File: config.mk
export PLATFORM = sky130hd
export DESIGN_NAME = cyc_cmp_timer
export DESIGN_NICKNAME = d
export VERILOG_FILES = /design/src/rtl/cct_pkg.sv /design/src/rtl/cct_counter.sv /design/src/rtl/cct_compare.sv /design/src/rtl/cct_irq_ctl.sv /design/src/rtl/cyc_cmp_timer.sv
export SDC_FILE = /design/constraint.sdc
export NUM_CORES = 1
export LEC_CHECK = 0
export ABC_CLOCK_PERIOD_IN_PS = 5900
export CAP_MARGIN = 20
export CORE_MARGIN = 3
export CORE_UTILIZATION = 65
export DETAILED_ROUTE_END_ITERATION = 16
export DONT_BUFFER_PORTS = 1
export HOLD_SLACK_MARGIN = 0.02
export MAX_ROUTING_LAYER = met4
export PLACE_DENSITY = 0.81
export SYNTH_ARGS = -nofsm -noshare
export SYNTH_HDL_FRONTEND = slang
export SYNTH_SLANG_ARGS = --single-unit
File: constraint.sdc
create_clock -name clk -period 5.9 [get_ports clk]
set_input_delay 0.295 -clock clk [delete_from_list [all_inputs] [get_ports clk]]
set_output_delay 0.295 -clock clk [all_outputs]
set_load 0.005 [all_outputs]
File: src/rtl/cct_pkg.sv
package cct_pkg;

    localparam int CMP_W = 32;

    typedef logic [CMP_W-1:0] cmp_word_t;

    typedef struct packed {
        logic pend;
        logic irq;
    } irq_state_t;

    function automatic logic word_hit(input cmp_word_t a, input cmp_word_t b);
        return a == b;
    endfunction

    function automatic logic next_pend(input logic hit, input logic pend, input logic ack);
        // a match outranks an acknowledge in the same cycle
        return hit | (pend & ~ack);
    endfunction

endpackage

File: src/rtl/cct_counter.sv
module cct_counter
    import cct_pkg::*;
#(
    parameter int CNT_W = 64
) (
    input  logic             clk,
    input  logic             rst,
    output logic [CNT_W-1:0] count,
    output cmp_word_t        low_word
);
    localparam logic [CNT_W-1:0] ONE = {{(CNT_W-1){1'b0}}, 1'b1};

    logic [CNT_W-1:0] count_q;

    always_ff @(posedge clk) begin
        if (rst) count_q <= '0;
        else     count_q <= count_q + ONE;
    end

    assign count = count_q;

    generate
        if (CNT_W > CMP_W) begin : g_wide
            assign low_word = count_q[CMP_W-1:0];
        end else begin : g_narrow
            assign low_word = count_q;
        end
    endgenerate
endmodule

File: src/rtl/cct_compare.sv
module cct_compare
    import cct_pkg::*;
(
    input  logic      clk,
    input  logic      rst,
    input  logic      wr_en,
    input  cmp_word_t wr_data,
    input  cmp_word_t low_word,
    output cmp_word_t cmp_value,
    output logic      match
);
    cmp_word_t cmp_q;

    always_ff @(posedge clk) begin
        if (rst)        cmp_q <= '1;
        else if (wr_en) cmp_q <= wr_data;
    end

    assign cmp_value = cmp_q;
    assign match     = word_hit(low_word, cmp_q);
endmodule

File: src/rtl/cct_irq_ctl.sv
module cct_irq_ctl
    import cct_pkg::*;
(
    input  logic       clk,
    input  logic       rst,
    input  logic       match,
    input  logic       ack,
    input  logic       irq_en,
    output irq_state_t st
);
    irq_state_t st_q;

    always_ff @(posedge clk) begin
        if (rst) begin
            st_q <= '0;
        end else begin
            st_q.pend <= next_pend(match, st_q.pend, ack);
            st_q.irq  <= st_q.pend & irq_en;
        end
    end

    assign st = st_q;
endmodule

File: src/rtl/cyc_cmp_timer.sv
module cyc_cmp_timer
    import cct_pkg::*;
#(
    parameter int CNT_W = 64
) (
    input  logic             clk,
    input  logic             rst,
    input  logic             rd_en,
    output logic [CNT_W-1:0] rd_data,
    input  logic             wr_en,
    input  logic [31:0]      wr_data,
    input  logic             irq_en,
    input  logic             irq_ack,
    output logic             irq
);
    logic [CNT_W-1:0] cnt_w;
    cmp_word_t        low_w;
    cmp_word_t        cmp_w;
    logic             match_w;
    irq_state_t       st_w;
    logic             pend_w;

    cct_counter #(.CNT_W(CNT_W)) u_cnt (
        .clk      (clk),
        .rst      (rst),
        .count    (cnt_w),
        .low_word (low_w)
    );

    cct_compare u_cmp (
        .clk       (clk),
        .rst       (rst),
        .wr_en     (wr_en),
        .wr_data   (wr_data),
        .low_word  (low_w),
        .cmp_value (cmp_w),
        .match     (match_w)
    );

    cct_irq_ctl u_irq (
        .clk    (clk),
        .rst    (rst),
        .match  (match_w),
        .ack    (irq_ack),
        .irq_en (irq_en),
        .st     (st_w)
    );

    assign pend_w  = st_w.pend;
    assign irq     = st_w.irq;
    assign rd_data = rd_en ? cnt_w : '0;
endmodule

==> flow_results.org, run 1 <==
** Synthesis
- The commonest cells after synthesis are 98 x sky130_fd_sc_hd__dfxtp_1, 65 x sky130_fd_sc_hd__and2_1, 55 x sky130_fd_sc_hd__xor2_1, 46 x sky130_fd_sc_hd__nor2_1, 33 x sky130_fd_sc_hd__nor2b_1.
- Synthesis instantiated 36 different standard cells from the library.
- Sorting the synthesized cells by area gives the leading types as sky130_fd_sc_hd__dfxtp_1 39%, sky130_fd_sc_hd__xor2_1 9.5%, sky130_fd_sc_hd__and2_1 8.0%.
- Cells after Synth :: 592
- After synthesis, the mean cell area works out to 8.591 um2.
- Async set-reset flop share out of synthesis :: 0
- By instance count, the leading cell after synthesis is sky130_fd_sc_hd__dfxtp_1.
- Post-synth net total :: 631
- The most used flip-flop cell after synthesis is sky130_fd_sc_hd__dfxtp_1.
- Sequential element share of the synthesized area :: 0.3857
- Of the post-synthesis cell area, the dominant cell type holds 0.3857.
- Area leader, netlist :: sky130_fd_sc_hd__dfxtp_1
- Cell area after synthesis :: 5086 um2
- In this run, synthesis inferred 0 flip-flops with an integrated enable.
- Yosys warnings :: 0
- After synthesis the netlist holds a flip-flop and latch count of 98.

** Floorplan
- X dimension of the die :: 94.46 um
- I/O pin count :: 103
- The floorplan step defined a die boundary enclosing 8922 um2.
- Row Count :: 31
- Die height :: 94.46 um
- For this configuration, the core starts out at a cell density of 0.6865.
- Core outline area :: 7408 um2

** Critical path
- Required @ worst endpoint :: 6200 ps
- By startpoint and endpoint, the worst setup path is classified as reg -> reg.
- Startpoint type of the worst setup path :: flip-flop
- The worst setup path is captured at a flip-flop.
- At the worst endpoint, the arrival time is 3130 ps.
- Highest net fanout along the worst path :: 14
- Reg2reg setup slack :: 3080 ps

** Clock network
- Buffers inserted during clock tree synthesis total 9.
- After clock tree synthesis, the clock-pin slew on the worst setup and hold paths is 90 ps.
- Sinks on the clock net :: 98
- CTS Root Buffer Type :: sky130_fd_sc_hd__clkbuf_8
- For the worst-skew pair, the clock arrives at the later sink with an insertion delay of 370 ps.
- H-tree Lvls :: 3
- In this run the deepest clock path goes through 2 buffers.
- CTS tree :: done

** GRT
- The number of global-route vias before repair came to 3729.
- Global route overflow :: 0
- Antenna violations before repair :: 0
- First-pass GRT wire length :: 18600 um
- Across every metal layer, demand over resource in global routing totals 0.2761.
- Pin count of the biggest net entering global routing :: 66

** STA
- Across the routed clock network, the largest skew measured is 14.90 ps.
- Final hold slack :: 34.13 ps
- At the pin with the least slew margin, the transition time is 1042 ps.
- In the finished design, the share of the clock period the worst path needs comes to 0.4788.
- RSZ-0062 raised after global routing :: no
- Based on the critical path, the design can be clocked at up to 354.0 MHz.
- Subtracting the final worst setup slack from the clock period gives 2825 ps.
- The worst path meets setup with 3075 ps of slack.
- The final count of hold timing violations is 0.
- Worst relative slew slack :: 0.3027
- Setup violations remaining at the end of the flow were counted as 0.
- Setup total negative slack on the finished layout was measured at 0 ps.
- Max-slew violations :: 0

** Drt
- In the routed design, unresolved DRC markers number 0.
- Detailed-router iteration count before antenna repair :: 5
- WL/cell :: 17.75 um
- The detail route stage leaves a number of antenna-violating nets equal to 0.
- Summed over all layers, the routed wires come to 12000 um.
- In the routed layout, each cell is associated on average with a via count of 6.207.
- The routed design uses 748 um of met3 wire.
- Metal1 wirelength :: 5166 um
- Met2 wire length :: 5777 um
- In this run, the number of DRC markers left after iteration 0 of detailed routing was 298.
- Uppermost metal layer occupied by signal nets :: met4
- Overall via count from detail_route :: 4196

** Placed design
- After detailed placement, the design holds a cell count of 655.
- Place WS :: 3104 ps
- Detail Placement HPWL :: 8080 um
- After detailed placement, the total cell area comes to 5074 um2.
- Last weighted congestion value of the routability-driven placer :: 0.8850
- IO buf count :: 0

** Pwr
- Summed over all cells, the static leakage comes to 1.849 nW.
- Power Total :: 1.192 mW
- The worst-case IR drop observed on VDD is 0.0001570 V.
- Dividing total power by cell area gives a power density of 223.0 nW/um2.

** Outcome
- The run finished with clean final reports.

** Finish
- ANT cells :: 0
- The count of cells in the finished layout, fillers not included, comes to 676.
- # nets final :: 611
- Area Growth Syn to Fin :: 5.068%
- At the end of the flow the core is filled with cells to 0.7213.
- After routing the design area is 5344 um2.
- Of the cells placed in the final design, the portion with a size suffix greater than 1 is 0.05719.

** Flow run
- Maxcap violations :: 0

** Worst hold path
- Worst hold-check path type :: in -> reg
==> report_power, final <==
part / internal [mW] / total [mW] / switching (mW)
registers: 0.678 / 0.693 / 0.0143
logic: 0.0309 / 0.0559 / 0.0250
clock network: 0.208 / 0.443 / 0.235
total: 0.918 / 1.19 / 0.274
==> state kept, by name (all words and copies together), names as in the netlist <==
signal           cells
u_irq.st             2
u_cmp.cmp_value     32
u_cnt.count         64
==> cells in the final DEF (no fill, tap or decap), types with 2 or more instances in the layout <==
master,synthesis,routed
sky130_fd_sc_hd__nand3_2,4,4
sky130_fd_sc_hd__nor3_1,6,6
sky130_fd_sc_hd__nor4_4,4,4
sky130_fd_sc_hd__dlygate4sd3_1,0,4
sky130_fd_sc_hd__nor2b_1,33,33
sky130_fd_sc_hd__and3_1,8,8
sky130_fd_sc_hd__or4_1,10,10
sky130_fd_sc_hd__o21ai_0,17,17
sky130_fd_sc_hd__dfxtp_1,98,98
sky130_fd_sc_hd__nor4_1,10,10
sky130_fd_sc_hd__xor2_1,55,55
sky130_fd_sc_hd__nand2_1,24,24
sky130_fd_sc_hd__and4_1,3,3
sky130_fd_sc_hd__clkinv_2,0,2
sky130_fd_sc_hd__nand3_1,30,30
sky130_fd_sc_hd__a21oi_1,26,26
sky130_fd_sc_hd__and2_1,65,65
sky130_fd_sc_hd__xnor2_1,13,13
sky130_fd_sc_hd__clkbuf_8,0,10
sky130_fd_sc_hd__o31ai_1,9,9
sky130_fd_sc_hd__a211o_1,32,32
sky130_fd_sc_hd__nand4_1,24,24
sky130_fd_sc_hd__nor4_2,2,2
sky130_fd_sc_hd__inv_1,8,8
sky130_fd_sc_hd__buf_4,0,2
sky130_fd_sc_hd__nor2_1,46,46
sky130_fd_sc_hd__or3_1,16,16
sky130_fd_sc_hd__nand4b_1,2,2
==> routing by layer <==
metal  vias to the layer above  track usage
li1                       2025            -
met1                      2010       0.3486
met2                       138       0.4397
met3                        23      0.04462
met4                         0       0.1178
met5                         -            -
==> path summary, 6_finish.rpt <==
| check | cells past startpoint | endpoint | from |
|---|---|---|---|
| hold reg to reg | 2 | u_irq.st[0] | u_irq.st[1] |
| hold / removal | 1 | u_cmp.cmp_value[31] | rst |
| setup reg to reg | 6 | u_cnt.count[56] | u_cnt.count[0] |
| setup / recovery | 6 | u_cnt.count[56] | u_cnt.count[0] |
==> critical path, cell delays in order (launching register included) <==
cell and delay, ps:
sky130_fd_sc_hd__dfxtp_1 430, sky130_fd_sc_hd__ha_1 230, sky130_fd_sc_hd__nand4_1 220, sky130_fd_sc_hd__nor2_1 860
sky130_fd_sc_hd__nand4_1 380, sky130_fd_sc_hd__or4_1 500, sky130_fd_sc_hd__a21oi_1 140
==> cell families (layout without fill, tap and decap cells) <==
kind of cell / Yosys count / count (layout) / share of synthesized area
and+or+nand+nor: 294 / 294 / 0.3466
DFF: 98 / 98 / 0.3857
AOI/OAI and AO/OA: 85 / 85 / 0.1124
xor gates and xnor gates: 68 / 68 / 0.1171
buffers and inverters: 46 / 31 / 0.03567
adders and majority gates: 1 / 1 / 0.002460
==> cell type report <==
| class | instances | area [um2] |
|---|---|---|
| inverter | 8 | 30.03 |
| clock buffer | 10 | 137.6 |
| timing repair buffer | 7 | 82.58 |
| fill | 586 | 2064 |
| sequential | 98 | 1962 |
| clock inverter | 6 | 65.06 |
| multi-input combinational | 448 | 2943 |
| tap | 99 | 123.9 |
==> timing repair <==
item / CTS / global route
resized for setup: 0 / 0
hold buffers: 4 / 1
endpoints found under the hold margin: 66 / 1
setup buffers: 0 / 0
(Power assumes the default switching activity.)
==> run 2, diff against run 1 <==
- ABC_CLOCK_PERIOD_IN_PS: 5900 -> 2850
- CORE_UTILIZATION: 65 -> 64
- PLACE_DENSITY: 0.81 -> 0.8
- clock period: 5.9 -> 2.85 ns (I/O delays scaled with it)
==> run 2 against run 1 <==
Net effect: utilization grew 4.8 points; final area is 7.8% higher; sequential power up 110%; wire length is 6.7% higher; critical path type unchanged; clock-buffer cell count rose by 1; worst hold slack improved by 130 ps.
==> flow_results.org, run 2 (synthesized netlist as in run 1, its figures left out) <==
** Clock network
- Clock tree synthesis selected as its root buffer the cell sky130_fd_sc_hd__clkbuf_8.
- For this design, the sink count on the clock tree is 98.
- CTS tree :: done
- Clock latency on the worst-skew pair, taken at its later pin, is 360 ps.
- Clock transition at the registers of the reported paths :: 90 ps
- H-tree Lvls :: 3
- In this run, CTS created clock tree buffers numbering 9.
- No sink is reached through more buffers than the 2 on the longest clock path.
- Buffers inserted by post-CTS timing repair :: 0

** Drt
- Detailed routing inserted a total of 4385 vias.
- The highest layer touched by signal routing is met4.
- Dividing the detail-routed via count by the number of cells gives 6.133.
- The detailed router put a total of 5490 um of wire on met1.
- Antenna-violating nets left :: 0
- Violation count after the first detailed-route iteration :: 362
- Met2 wire length :: 6251 um
- The first detailed-routing pass took 5 iterations.
- In the final routed layout, each cell accounts on average for 17.90 um.
- In the routed design, unresolved DRC markers number 0.
- Met3 Routed Length :: 644 um
- Final wirelength :: 12800 um

** Finish
- Area of all sequential standard cells :: 1962 um2
- The area growth from synthesis to layout is 13.23%.
- Share of cells above drive strength 1 :: 0.05844
- The finished cells cover 5759 um2.
- Top library cells by usage in the layout, fill and taps aside :: 98 x sky130_fd_sc_hd__dfxtp_1, 65 x sky130_fd_sc_hd__and2_1, 55 x sky130_fd_sc_hd__xor2_1
- Most common cell after layout, fill and taps aside :: sky130_fd_sc_hd__dfxtp_1
- For this run, the post-layout net count is 651.
- Area occupied by multi-input gates :: 2943 um2
- The register with the most flip-flops in the layout has 64 of them.
- The number of antenna diodes in the final layout is 0.
- The layout has 534 filler cells.

** Critical path
- The kind of cell with the highest combined delay along the critical path is simple AND/OR/NAND/NOR gates.
- STA classifies the critical path endpoint as a flip-flop.
- STA puts the critical path data required time at 3150 ps.
- Slowest cell delay on critical path :: 480 ps
- Traced cell by cell, the critical path runs through ha_1 > nand4_1 > nor4_4 > nand3_1 > or4_1 > a21oi_1.
- Startpoint type of the worst setup path :: flip-flop
- Number of cells traversed by the worst register-to-register path :: 6
- Path length in cells of the critical path :: 6
- CP arrival :: 2710 ps
- The slowest stage of the critical path belongs to the cell sky130_fd_sc_hd__nor4_4.
- By startpoint and endpoint, the worst setup path is classified as reg -> reg.
- The critical path contains buffers and inverters numbering 0 combined.
- Along the worst path, the maximum fanout reaches 8.

** Floorplan
- The total area inside the core boundary comes to 7486 um2.
- After floorplanning, the core was divided into 31 placement rows.
- Area enclosed by the die boundary :: 9053 um2
- The die is 95.15 um wide.
- Measured along the y axis, the die boundary spans 95.15 um.
- Starting density of the core :: 0.6794
- 103 I/O pins were placed.

** Pwr
- Summed over all nets, the switching power comes to 0.5932 mW.
- In this run the static leakage power is 2.019 nW.
- Sw Share :: 0.2270
- Relative contribution of sequential cells to total power :: 0.550
- Power spread over the standard cell area amounts to 453.8 nW/um2.
- Fraction of power consumed by combinational cells :: 0.068
- Internal Dissipation :: 2.020 mW
- The share of total power dissipated in the clock network is 0.383.
- VDD IR max :: 0.0003935 V

** STA
- Clock skew on the completed layout was measured at 8.297 ps.
- Max-slew violations :: 0
- The final count of hold timing violations came to 0.
- Of the available clock period, the critical path in the final layout requires 0.8446.
- Pin slew with the least headroom to its limit :: 600.6 ps
- Setup-failing EPs final :: 0
- Max Clk Rate :: 415.5 MHz
- Worst relative slew slack :: 0.5940
- Total Negative Setup Slacks :: 0 ps
- Final hold slack :: 160.8 ps
- Final min period :: 2407 ps
- After layout, the worst setup slack is 443.0 ps.
- RSZ-0062 raised after global routing :: no

** Placed design
- Place WS :: 502.8 ps
- In this run the tool buffered the top-level ports with 0 buffer cells.
- Last weighted congestion value of the routability-driven placer :: 0.8536
- Detailed placement ended at an HPWL of 8085 um.
- DP Area :: 5104 um2

** GRT
- In the global route stage, overall resource usage came out at 0.2951.
- Global route overflow :: 0
- First-pass GRT wire length :: 20400 um
- Antenna violations before repair :: 0
- Entering global routing, the biggest net connects 100 pins.
- Via count of the first global-routing pass :: 4127

** Flow run
- Across the run, the number of max-cap violations was 0.

** Worst hold path
- The worst hold path belongs to the class in -> reg.
- Hold Path Cell Cnt :: 2

** Outcome
- The run finished with clean final reports.
run 2: changes by cell type in the layout (fill, tap and decap cells not counted):
cell                            change
sky130_fd_sc_hd__clkbuf_1           +1
sky130_fd_sc_hd__bufinv_16          +1
sky130_fd_sc_hd__buf_4              +4
sky130_fd_sc_hd__dlygate4sd3_1     +35
sky130_fd_sc_hd__buf_12             +1
sky130_fd_sc_hd__inv_6              -1
sky130_fd_sc_hd__clkinv_2           -2
run 2: layout make-up:
type	count	area share
Clock buffer	11	0.02455
Timing Repair Buffer	47	0.08386
Tap cell	99	0.02151
Multi-Input combinational cell	448	0.5110
Inverter	8	0.005214
Clock inverter	4	0.01325
Sequential cell	98	0.3406
run 2: worst register-to-register path: cells and delay by family, from the launching register on:
kind / cells / cell delay [ps]
and+or+nand+nor: 4 / 1490
adders and majority gates: 1 / 250
DFF: 1 / 470
AOI/OAI and AO/OA: 1 / 140
run 2: power groups by stage:
stage	Sequential (mW)	Combinational (mW)	Clock, mW
final	1.44	0.177	1.00
after global routing	1.44	0.192	1.07
after CTS	1.43	0.170	1.01
after detailed placement	1.47	0.0874	0
after global placement	1.46	0.0855	0
after floorplan	1.45	0.116	0
run 2: metrics by stage:
step / total power, mW / util / instances
finish: 2.614 / 0.7693 / 715
detailed placement: 1.553 / 0.6818 / 659
global route: 2.698 / 0.7693 / 715
floorplan: 1.570 / - / 592
CTS: 2.612 / 0.7693 / 715
global placement: 1.549 / 0.6818 / 659
run 2: timing repair:
item / 4_1_cts / 5_1_grt
endpoints found under the hold margin: 98 / 0
resized for setup: 0 / 0
hold buffers: 41 / 0
run 2: metal layers:
| layer | global-route usage | vias up |
|---|---|---|
| li1 | - | 2112 |
| met1 | 0.3585 | 2087 |
| met2 | 0.4787 | 146 |
| met3 | 0.05051 | 40 |
| met4 | 0.1346 | 0 |
| met5 | - | - |
run 2: final timing paths:
path / start / end / slack, ps
setup / recovery: u_cnt.count[0] / u_cnt.count[38] / 440
hold / removal: wr_en / u_cmp.cmp_value[24] / 160
setup reg to reg: u_cnt.count[0] / u_cnt.count[38] / 440
hold reg to reg: u_irq.st[1] / u_irq.st[0] / 460
